--- config.mk ---
export PLATFORM = sky130hd
export DESIGN_NAME = gp_pin_ctrl
export DESIGN_NICKNAME = d
export VERILOG_FILES = /design/src/rtl/gpm_pkg.sv /design/src/rtl/gpm_sync.sv /design/src/rtl/gpm_pin_sel.sv /design/src/rtl/gpm_regs.sv /design/src/rtl/gp_pin_ctrl.sv
export SDC_FILE = /design/constraint.sdc
export NUM_CORES = 1
export LEC_CHECK = 0
export ABC_AREA = 1
export BUFFER_PORTS_ARGS = -buffer_cell sky130_fd_sc_hd__buf_2
export CELL_PAD_IN_SITES_DETAIL_PLACEMENT = 0
export CELL_PAD_IN_SITES_GLOBAL_PLACEMENT = 1
export CORE_UTILIZATION = 46
export DETAILED_ROUTE_END_ITERATION = 8
export GPL_ROUTABILITY_DRIVEN = 0
export PLACE_DENSITY_LB_ADDON = 0.1
export SYNTH_ARGS = -nofsm -noshare
export SYNTH_HDL_FRONTEND = slang
export SYNTH_SLANG_ARGS = --single-unit
--- constraint.sdc ---
create_clock -name clk -period 2.9 [get_ports clk]
set_clock_uncertainty 0.15 [all_clocks]
set_input_delay 0 -clock clk [delete_from_list [all_inputs] [get_ports clk]]
set_output_delay 0 -clock clk [all_outputs]
set_load 0.01 [all_outputs]
--- src/rtl/gpm_pkg.sv ---
package gpm_pkg;
  typedef enum logic [1:0] {
    SRC_INPUT = 2'd0,
    SRC_GPIO  = 2'd1,
    SRC_GEN   = 2'd2,
    SRC_TP    = 2'd3
  } pin_src_e;
endpackage

--- src/rtl/gpm_sync.sv ---
module gpm_sync #(
  parameter int W      = 8,
  parameter int STAGES = 2
) (
  input  logic         clk,
  input  logic         rst,
  input  logic [W-1:0] d,
  output logic [W-1:0] q
);
  logic [W-1:0] st [STAGES];

  always_ff @(posedge clk) begin
    if (rst) st[0] <= '0;
    else     st[0] <= d;
  end

  for (genvar k = 1; k < STAGES; k++) begin : g_stage
    always_ff @(posedge clk) begin
      if (rst) st[k] <= '0;
      else     st[k] <= st[k-1];
    end
  end

  assign q = st[STAGES-1];

  assert_first_stage_R7: assert property (@(posedge clk) disable iff (rst)
    $past(!rst) |-> (st[0] == $past(d)));
endmodule

--- src/rtl/gpm_pin_sel.sv ---
module gpm_pin_sel
  import gpm_pkg::*;
#(
  parameter int          RATE_W    = 8,
  parameter logic [RATE_W-1:0] GPIO_CODE = '1
) (
  input  logic              tp_en,
  input  logic              tp_sig,
  input  logic [RATE_W-1:0] rate,
  input  logic              dir_out,
  input  logic              data_bit,
  input  logic              gen_sig,
  output logic              pad_o,
  output logic              pad_oe,
  output pin_src_e          src
);
  always_comb begin
    if (tp_en)                   src = SRC_TP;
    else if (rate == '0)         src = SRC_INPUT;
    else if (rate != GPIO_CODE)  src = SRC_GEN;
    else                         src = SRC_GPIO;
  end

  always_comb begin
    pad_o  = 1'b0;
    pad_oe = 1'b0;
    unique case (src)
      SRC_TP:    begin pad_o = tp_sig;  pad_oe = 1'b1; end
      SRC_GEN:   begin pad_o = gen_sig; pad_oe = 1'b1; end
      SRC_GPIO:  begin pad_o = dir_out & data_bit; pad_oe = dir_out; end
      default:   begin pad_o = 1'b0;    pad_oe = 1'b0; end
    endcase
  end
endmodule

--- src/rtl/gpm_regs.sv ---
module gpm_regs #(
  parameter int NPINS  = 8,
  parameter int RATE_W = 8,
  parameter int DATA_W = 8,
  parameter int ADDR_W = 4
) (
  input  logic                    clk,
  input  logic                    rst,
  input  logic                    wr_en,
  input  logic [ADDR_W-1:0]       wr_addr,
  input  logic [DATA_W-1:0]       wr_data,
  input  logic                    rd_en,
  input  logic [ADDR_W-1:0]       rd_addr,
  input  logic [NPINS-1:0]        level_in,
  output logic                    rd_valid,
  output logic [DATA_W-1:0]       rd_data,
  output logic [NPINS*RATE_W-1:0] rate_flat,
  output logic [NPINS-1:0]        dir_q,
  output logic [NPINS-1:0]        data_q,
  output logic [NPINS-1:0]        mask_q,
  output logic [NPINS-1:0]        tp_q
);
  localparam logic [ADDR_W-1:0] A_DIR  = ADDR_W'(NPINS);
  localparam logic [ADDR_W-1:0] A_DATA = ADDR_W'(NPINS + 1);
  localparam logic [ADDR_W-1:0] A_MASK = ADDR_W'(NPINS + 2);
  localparam logic [ADDR_W-1:0] A_TP   = ADDR_W'(NPINS + 3);
  localparam logic [ADDR_W-1:0] A_STAT = ADDR_W'(NPINS + 4);

  logic [RATE_W-1:0] rate_q [NPINS];
  logic [DATA_W-1:0] rd_d;

  for (genvar i = 0; i < NPINS; i++) begin : g_rate
    always_ff @(posedge clk) begin
      if (rst)
        rate_q[i] <= '0;
      else if (wr_en && wr_addr == ADDR_W'(i))
        rate_q[i] <= wr_data[RATE_W-1:0];
    end
    assign rate_flat[i*RATE_W +: RATE_W] = rate_q[i];
  end

  always_ff @(posedge clk) begin
    if (rst) begin
      dir_q  <= '0;
      data_q <= '0;
      mask_q <= '0;
      tp_q   <= '0;
    end else if (wr_en) begin
      if (wr_addr == A_DIR)  dir_q  <= wr_data[NPINS-1:0];
      if (wr_addr == A_DATA) data_q <= wr_data[NPINS-1:0];
      if (wr_addr == A_MASK) mask_q <= wr_data[NPINS-1:0];
      if (wr_addr == A_TP)   tp_q   <= wr_data[NPINS-1:0];
    end
  end

  always_comb begin
    rd_d = '0;
    for (int i = 0; i < NPINS; i++)
      if (rd_addr == ADDR_W'(i)) rd_d[RATE_W-1:0] = rate_q[i];
    if (rd_addr == A_DIR)  rd_d[NPINS-1:0] = dir_q;
    if (rd_addr == A_DATA) rd_d[NPINS-1:0] = data_q;
    if (rd_addr == A_MASK) rd_d[NPINS-1:0] = mask_q;
    if (rd_addr == A_TP)   rd_d[NPINS-1:0] = tp_q;
    if (rd_addr == A_STAT) rd_d[NPINS-1:0] = level_in & ~mask_q;
  end

  always_ff @(posedge clk) begin
    if (rst) begin
      rd_valid <= 1'b0;
      rd_data  <= '0;
    end else begin
      rd_valid <= rd_en;
      if (rd_en) rd_data <= rd_d;
    end
  end

  assert_reset_clear_R1: assert property (@(posedge clk) disable iff (rst)
    $past(rst) |-> (dir_q == '0 && data_q == '0 && mask_q == '0 && tp_q == '0 && !rd_valid));
  assert_masked_zero_R6: assert property (@(posedge clk) disable iff (rst)
    (rd_en && rd_addr == A_STAT) |=> ((rd_data[NPINS-1:0] & $past(mask_q)) == '0));
  assert_read_strobe_R8: assert property (@(posedge clk) disable iff (rst)
    rd_en |=> rd_valid);
  assert_no_spurious_R8: assert property (@(posedge clk) disable iff (rst)
    !rd_en |=> !rd_valid);
  assert_ro_write_R9: assert property (@(posedge clk) disable iff (rst)
    (wr_en && wr_addr >= A_STAT) |=> ($stable(dir_q) && $stable(data_q) && $stable(mask_q) && $stable(tp_q)));
endmodule

--- src/rtl/gp_pin_ctrl.sv ---
module gp_pin_ctrl
  import gpm_pkg::*;
#(
  parameter int NPINS       = 8,
  parameter int RATE_W      = 8,
  parameter int DATA_W      = 8,
  parameter int ADDR_W      = 4,
  parameter int SYNC_STAGES = 2
) (
  input  logic              clk,
  input  logic              rst,
  input  logic              wr_en,
  input  logic [ADDR_W-1:0] wr_addr,
  input  logic [DATA_W-1:0] wr_data,
  input  logic              rd_en,
  input  logic [ADDR_W-1:0] rd_addr,
  output logic              rd_valid,
  output logic [DATA_W-1:0] rd_data,
  input  logic [NPINS-1:0]  pin_in,
  output logic [NPINS-1:0]  pin_out,
  output logic [NPINS-1:0]  pin_oe,
  input  logic [NPINS-1:0]  gen_in,
  input  logic [NPINS-1:0]  tp_in,
  output logic [NPINS-1:0]  irq_lvl
);
  localparam logic [RATE_W-1:0] GPIO_CODE = '1;

  logic [NPINS*RATE_W-1:0] rate_flat;
  logic [NPINS-1:0]        dir_q, data_q, mask_q, tp_q;
  logic [NPINS-1:0]        level_s;
  pin_src_e                src [NPINS];

  gpm_sync #(.W(NPINS), .STAGES(SYNC_STAGES)) u_sync (
    .clk(clk), .rst(rst), .d(pin_in), .q(level_s)
  );

  gpm_regs #(.NPINS(NPINS), .RATE_W(RATE_W), .DATA_W(DATA_W), .ADDR_W(ADDR_W)) u_regs (
    .clk(clk), .rst(rst),
    .wr_en(wr_en), .wr_addr(wr_addr), .wr_data(wr_data),
    .rd_en(rd_en), .rd_addr(rd_addr), .level_in(level_s),
    .rd_valid(rd_valid), .rd_data(rd_data),
    .rate_flat(rate_flat), .dir_q(dir_q), .data_q(data_q),
    .mask_q(mask_q), .tp_q(tp_q)
  );

  for (genvar i = 0; i < NPINS; i++) begin : g_pin
    gpm_pin_sel #(.RATE_W(RATE_W), .GPIO_CODE(GPIO_CODE)) u_sel (
      .tp_en(tp_q[i]), .tp_sig(tp_in[i]),
      .rate(rate_flat[i*RATE_W +: RATE_W]),
      .dir_out(dir_q[i]), .data_bit(data_q[i]), .gen_sig(gen_in[i]),
      .pad_o(pin_out[i]), .pad_oe(pin_oe[i]), .src(src[i])
    );

    assert_tp_wins_R2: assert property (@(posedge clk) disable iff (rst)
      tp_q[i] |-> (pin_oe[i] && pin_out[i] == tp_in[i]));
    assert_gen_drive_R3: assert property (@(posedge clk) disable iff (rst)
      (!tp_q[i] && rate_flat[i*RATE_W +: RATE_W] != '0 && rate_flat[i*RATE_W +: RATE_W] != GPIO_CODE)
        |-> (pin_oe[i] && pin_out[i] == gen_in[i]));
    assert_gpio_dir_R4: assert property (@(posedge clk) disable iff (rst)
      (!tp_q[i] && rate_flat[i*RATE_W +: RATE_W] == GPIO_CODE)
        |-> (pin_oe[i] == dir_q[i] && (!dir_q[i] || pin_out[i] == data_q[i])));
    assert_off_input_R5: assert property (@(posedge clk) disable iff (rst)
      (!tp_q[i] && rate_flat[i*RATE_W +: RATE_W] == '0) |-> (!pin_oe[i] && !pin_out[i]));
  end

  assign irq_lvl = level_s;

  assert_single_src_R2: assert property (@(posedge clk) disable iff (rst)
    $countones(tp_q & ~pin_oe) == 0);
endmodule

==> impl_metrics.yaml, run 1 <==
outcome:
  status: "complete, no violations"
global_route:
  grt_pass1_wl_um: 26300
  grt_max_degree: 29
  grt_pass1_vias: 4881
  antenna_found_initial: 0
  grtUsageTotal_pct: 27.5
  overflow: 0
floorplanning:
  die_area_um2: 13300
  start_util_pct: 47.0
  coreArea_um2: 12600
  pin_count: 77
  die_w_um: 115
  die_h_um: 115
  num_rows: 41
synth:
  ys_top_cells_by_count: "nand2_1 (129), nor2_1 (121), inv_1 (73)"
  synth_top_family_by_area: "simple AND/OR/NAND/NOR gates"
  synthSimpleGateAreaFrac_pct: 28.8
  yosys.area.top_type: "edfxtp_1"
  ys_seq_elements: 121
  ys_seq_area_share_pct: 51.8
  ys_warn_count: 0
  synthDistinctLibCells: 25
  syn_inst: 746
  syn_avg_cell_area_um2: 7.92
  synth_top_area_share_pct: 32.5
  synth_edf_count: 64
  synth_most_common_cell: "nand2_1"
  synth_nets: 790
  muxShareOfSynthArea_pct: 0
  synth_fa_ha_area_share_pct: 0
  synth_xor_area_share_pct: 0
  synth_compound_area_share_pct: 10.1
  async_reset_ff_share_pct: 0
  synth_area_leaders: "edfxtp_1 (33%), dfxtp_1 (19%), nand2_1 (8.2%)"
  synth_top_flop_cell: "edfxtp_1"
  syn_area_um2: 5910
routing:
  first_iter_violations: 554
  num_vias: 5397
  drc: 0
  postRouteAntennaNets: 0
  wl_um: 17300
  drtPass1Iterations: 5
  viasPerCell: 5.35
  wl_per_cell_um: 17.1
clocking:
  cts_root_buf: "clkbuf_16"
  cts-buffers-inserted: 17
  cts_tree: "yes"
  cts.clk_slew.worst_paths_ps: 60
  cts_resized: 0
  cts_sinks: 121
  postCtsSetupBuffers: 0
  htree_levels: 4
  clk_latency_ps: 430
  clk_path_buf_depth: 2
cells_and_area:
  fin_util_pct: 56.4
  area_growth_syn_to_layout_pct: 19.9
  regArea_um2: 3060
  drive_gt1_share_pct: 16.5
  stdcell_count: 1008
  final_nets: 867
  fillers: 1165
  multiInputGateArea_um2: 2300
  n_antenna_cell: 0
flow_run:
  cap_violations: 0
hold_path:
  hold_depth: 3
  worstHoldPathType: "input pin to register"
  min_from: "wr_data[0]"
timing:
  rsz0062_at_grt: "false"
  finalCritPeriodShare_pct: 73.6
  setup_viol: 0
  worst_pin_slew_ps: 758
  period_minus_slack_ps: 2140
  max_freq_mhz: 468
  relSlewSlack_pct: 49.3
  finalMaxSlewViolations: 0
  holdWs_ps: 8.69
  tns_ps: 0
  final_hold_viol_count: 0
setup_path:
  r2r-start: "u_regs.rate_q[0][3]"
  critPathCaptureType: "register"
  crit_fanout: 22
  start_kind: "input pin"
  rr_worst_depth: 8
  cp-startpoint: "rst"
  critPathKind: "input pin to register"
  cp.arrival_ps: 2360
  required_ps: 3120
place:
  port_buffers: 76
  dp.final_hpwl_um: 12100
  dp.cells: 956
pwr:
  max-vdd-ir-drop_mv: 0.360
  leakage_nw: 3.01
  power.density_nw_per_um2: 611
[critical path, stage by stage]
cell,delay (ps)
dlygate4sd3_1,530
buf_2,220
inv_1,590
buf_4,260
o21ai_0,80
a21oi_1,120
dlygate4sd3_1,550
[power breakdown]
| group | leakage, nW | internal [mW] | total, mW | switching (mW) |
|---|---|---|---|---|
| combinational | 1.65 | 0.120 | 0.352 | 0.232 |
| clock | 0.284 | 1.22 | 2.02 | 0.799 |
| sequential | 1.08 | 1.89 | 1.96 | 0.0686 |
| total | 3.01 | 3.23 | 4.33 | 1.10 |
[state kept, by name, indices dropped and copies added (netlist names)]
signal / flops
u_regs.dir_q: 8
u_regs.data_q: 8
u_regs.rd_data: 8
u_regs.tp_q: 8
u_regs.rate_q: 64
u_sync.st: 16
u_regs.rd_valid: 1
u_regs.mask_q: 8
[cell usage in the layout (no fill, tap or decap), types with 3 or more instances in the layout]
| cell type | instances |
|---|---|
| o21ai_0 | 40 |
| nand2_1 | 129 |
| dfxtp_1 | 57 |
| a21o_1 | 3 |
| inv_2 | 11 |
| nor2_1 | 121 |
| nor4_1 | 15 |
| a31oi_1 | 3 |
| a21oi_1 | 57 |
| nor3_1 | 8 |
| buf_4 | 5 |
| o21ai_1 | 10 |
| nand3_1 | 64 |
| inv_1 | 73 |
| nor2_2 | 6 |
| clkinv_2 | 3 |
| clkbuf_16 | 19 |
| nor2_4 | 4 |
| nand4_1 | 31 |
| inv_4 | 3 |
| edfxtp_1 | 64 |
| dlygate4sd3_1 | 20 |
| buf_2 | 76 |
[per-layer routing]
| metal | global-route usage (%) | routed length, um |
|---|---|---|
| met1 | 35.4 | 7450 |
| met3 | 5.01 | 1080 |
| met2 | 44.5 | 8150 |
| met5 | 0 | 0 |
| met4 | 14.1 | 599 |
[stage by stage]
| step | worst slack, ps | total power, mW | cell area (um^2) |
|---|---|---|---|
| floorplan | 1440 | 2.18 | 5910 |
| global placement | 1230 | 2.32 | 6310 |
| detailed placement | 1160 | 2.32 | 6310 |
| CTS | 756 | 4.34 | 7090 |
| global route | 572 | 4.47 | 7090 |
| finish | 765 | 4.33 | 7090 |
[timing repair]
action	4_1_cts	5_1_grt
hold endpoints to repair	29	0
hold buffers	20	0
setup endpoints to repair	0	0
[layout make-up]
type,instances,area share [%]
Clock inverter,12,1.18
Tap cell,172,3.04
Sequential cell,121,43.2
Clock buffer,20,6.90
Timing Repair Buffer,101,8.72
Inverter,85,4.50
Multi-Input combinational cell,497,32.4
[cell families after synthesis]
group	after synthesis
flip-flops	121
AND/OR/NAND/NOR	382
AO/OA/AOI/OAI	115
buffers and inverters	128
[path summary, 6_finish.rpt]
check | endpoint | slack, ps
setup / recovery | u_regs.mask_q[7] | 760
hold / removal | u_regs.dir_q[0] | 9
setup reg to reg | u_regs.rd_data[3] | 1280
hold reg to reg | u_sync.st[1][2] | 250
Note: power is estimated with default switching activity, not from simulation.
==> run 2: changes to the inputs <==
CORE_UTILIZATION = 39   (was 46)
clock period = 1.8 ns   (was 2.9 ns; I/O delays follow)
==> run 2 against run 1 <==
Effect of this change: the flow now finishes with violations (setup timing); cell count grew 6.8%; power up 70%; routed wire length rose by 15%; largest cell class unchanged; highest routed layer unchanged.
==> impl_metrics.yaml, run 2 (same netlist as run 1, synthesis figures left out) <==
outcome:
  status: "finished, violations left"
  violations: "setup timing"
clocking:
  cts_sinks: 121
  clk_path_buf_depth: 2
  clk_latency_ps: 430
  cts.clk_slew.worst_paths_ps: 60
  cts_root_buf: "clkbuf_16"
  cts_tree: "yes"
  htree_levels: 4
  cts-buffers-inserted: 17
timing:
  finalCritPeriodShare_pct: 114
  final_hold_viol_count: 0
  max_freq_mhz: 488
  tns_ps: -1660
  period_minus_slack_ps: 2050
  relSlewSlack_pct: 52.6
  rsz0062_at_grt: "true"
  setup_viol: 10
  holdWs_ps: 16.7
  finalMaxSlewViolations: 0
  layout_setup_ws_ps: -251
  worst_pin_slew_ps: 710
floorplanning:
  die_w_um: 125
  die_h_um: 125
  coreArea_um2: 14600
  num_rows: 44
  start_util_pct: 40.4
  die_area_um2: 15700
  pin_count: 77
setup_path:
  start_kind: "register"
  critPathKind: "register to primary output"
  crit_buf_inv: 1
  cpPeakStageDelay_ps: 420
  critPathMostFrequentCell: "nand3_1"
  slowest_stage: "edfxtp_1"
  crit_fanout: 3
  cp.arrival_ps: 1900
  crit_chain: "nor4_2 -> a21o_1 -> nand2_2 -> nor2_2 -> nand3_1 -> nand3_1 -> buf_2"
  required_ps: 1650
  critPathCaptureType: "primary output"
  crit_family: "simple AND/OR/NAND/NOR gates"
pwr:
  total_power_mw: 7.34
  leakage_nw: 3.40
  power.density_nw_per_um2: 931
  max-vdd-ir-drop_mv: 0.599
routing:
  viasPerCell: 5.29
  num_vias: 5698
  postRouteAntennaNets: 0
  drc: 0
  wl_um: 19800
  drtPass1Iterations: 9
  first_iter_violations: 677
  wl_per_cell_um: 18.4
cells_and_area:
  area_growth_syn_to_layout_pct: 33.3
  stdcell_area_um2: 7880
  final_nets: 924
  n_antenna_cell: 0
  layout_commonest_cell: "nand2_1"
  top_register: "u_regs.rate_q"
  largest_reg_flops: 64
  fin_util_pct: 53.8
  drive_gt1_share_pct: 27.2
  top_regs: "u_regs.rate_q: 64 flops, u_sync.st: 16 flops"
  stdcell_count: 1077
  fillers: 1405
  final_cell_mix: "nand2_1 (121), nor2_1 (111), buf_2 (74)"
flow_run:
  cap_violations: 0
place:
  dpl_worst_slack_ps: 175
  port_buffers: 76
  dp.final_hpwl_um: 13500
  dp.cells: 985
  placed_area_um2: 6480
hold_path:
  worstHoldPathType: "input pin to register"
global_route:
  grt_pass1_wl_um: 29900
  grt_max_degree: 40
  grtUsageTotal_pct: 25.7
  overflow: 0
  antenna_found_initial: 0
  grt_pass1_vias: 5321
[run 2: area by class of cell]
type,instances,area (um^2),share of cell area [%]
clock buffers,19,475,6.03
clock inverters,13,126,1.60
inverters,85,319,4.05
multi-input cells,497,2570,32.6
flip-flops and latches,121,3060,38.9
well taps,184,230,2.92
repair buffers,158,1100,14.0
[run 2: timing repair]
item | CTS | global route
endpoints found under the hold margin | 65 | 0
pin swaps | 10 | 26
hold buffers | 24 | 0
gates resized for setup | 19 | 42
buffers inserted | 17 | 21
endpoints found under the setup margin | 16 | 19
[run 2: per-layer routing]
layer	GRT usage (%)	wire (um)	vias to the layer above	part of all wire, %
met3	4.62	1230	37	6.2
met5	0	0	-	0
met4	11.8	545	0	2.7
met2	42.5	9480	235	48
met1	32.8	8570	2660	43
li1	-	-	2766	-
[run 2: tightest hold or removal path: stages]
cell and delay (ps):
buf_2 80, inv_1 260, a21oi_1 210
[run 2: power breakdown]
| group | leakage, nW | internal (mW) | total, mW | switching (mW) |
|---|---|---|---|---|
| sequential | 1.08 | 3.04 | 3.17 | 0.128 |
| combinational | 2.01 | 0.283 | 0.705 | 0.422 |
| clock | 0.302 | 2.09 | 3.46 | 1.37 |
[run 2: worst paths after layout]
kind | from | to | slack, ps | cells past startpoint
worst max-delay path | u_regs.rate_q[1][13] | pin_out[5] | -250 | 7
worst min-delay path | wr_data[2] | u_regs.mask_q[2] | 20 | 3
worst max register to register | u_regs.rate_q[0][12] | u_regs.rd_data[4] | 120 | 9
worst min register to register | u_sync.st[0][3] | u_sync.st[1][3] | 250 | 2
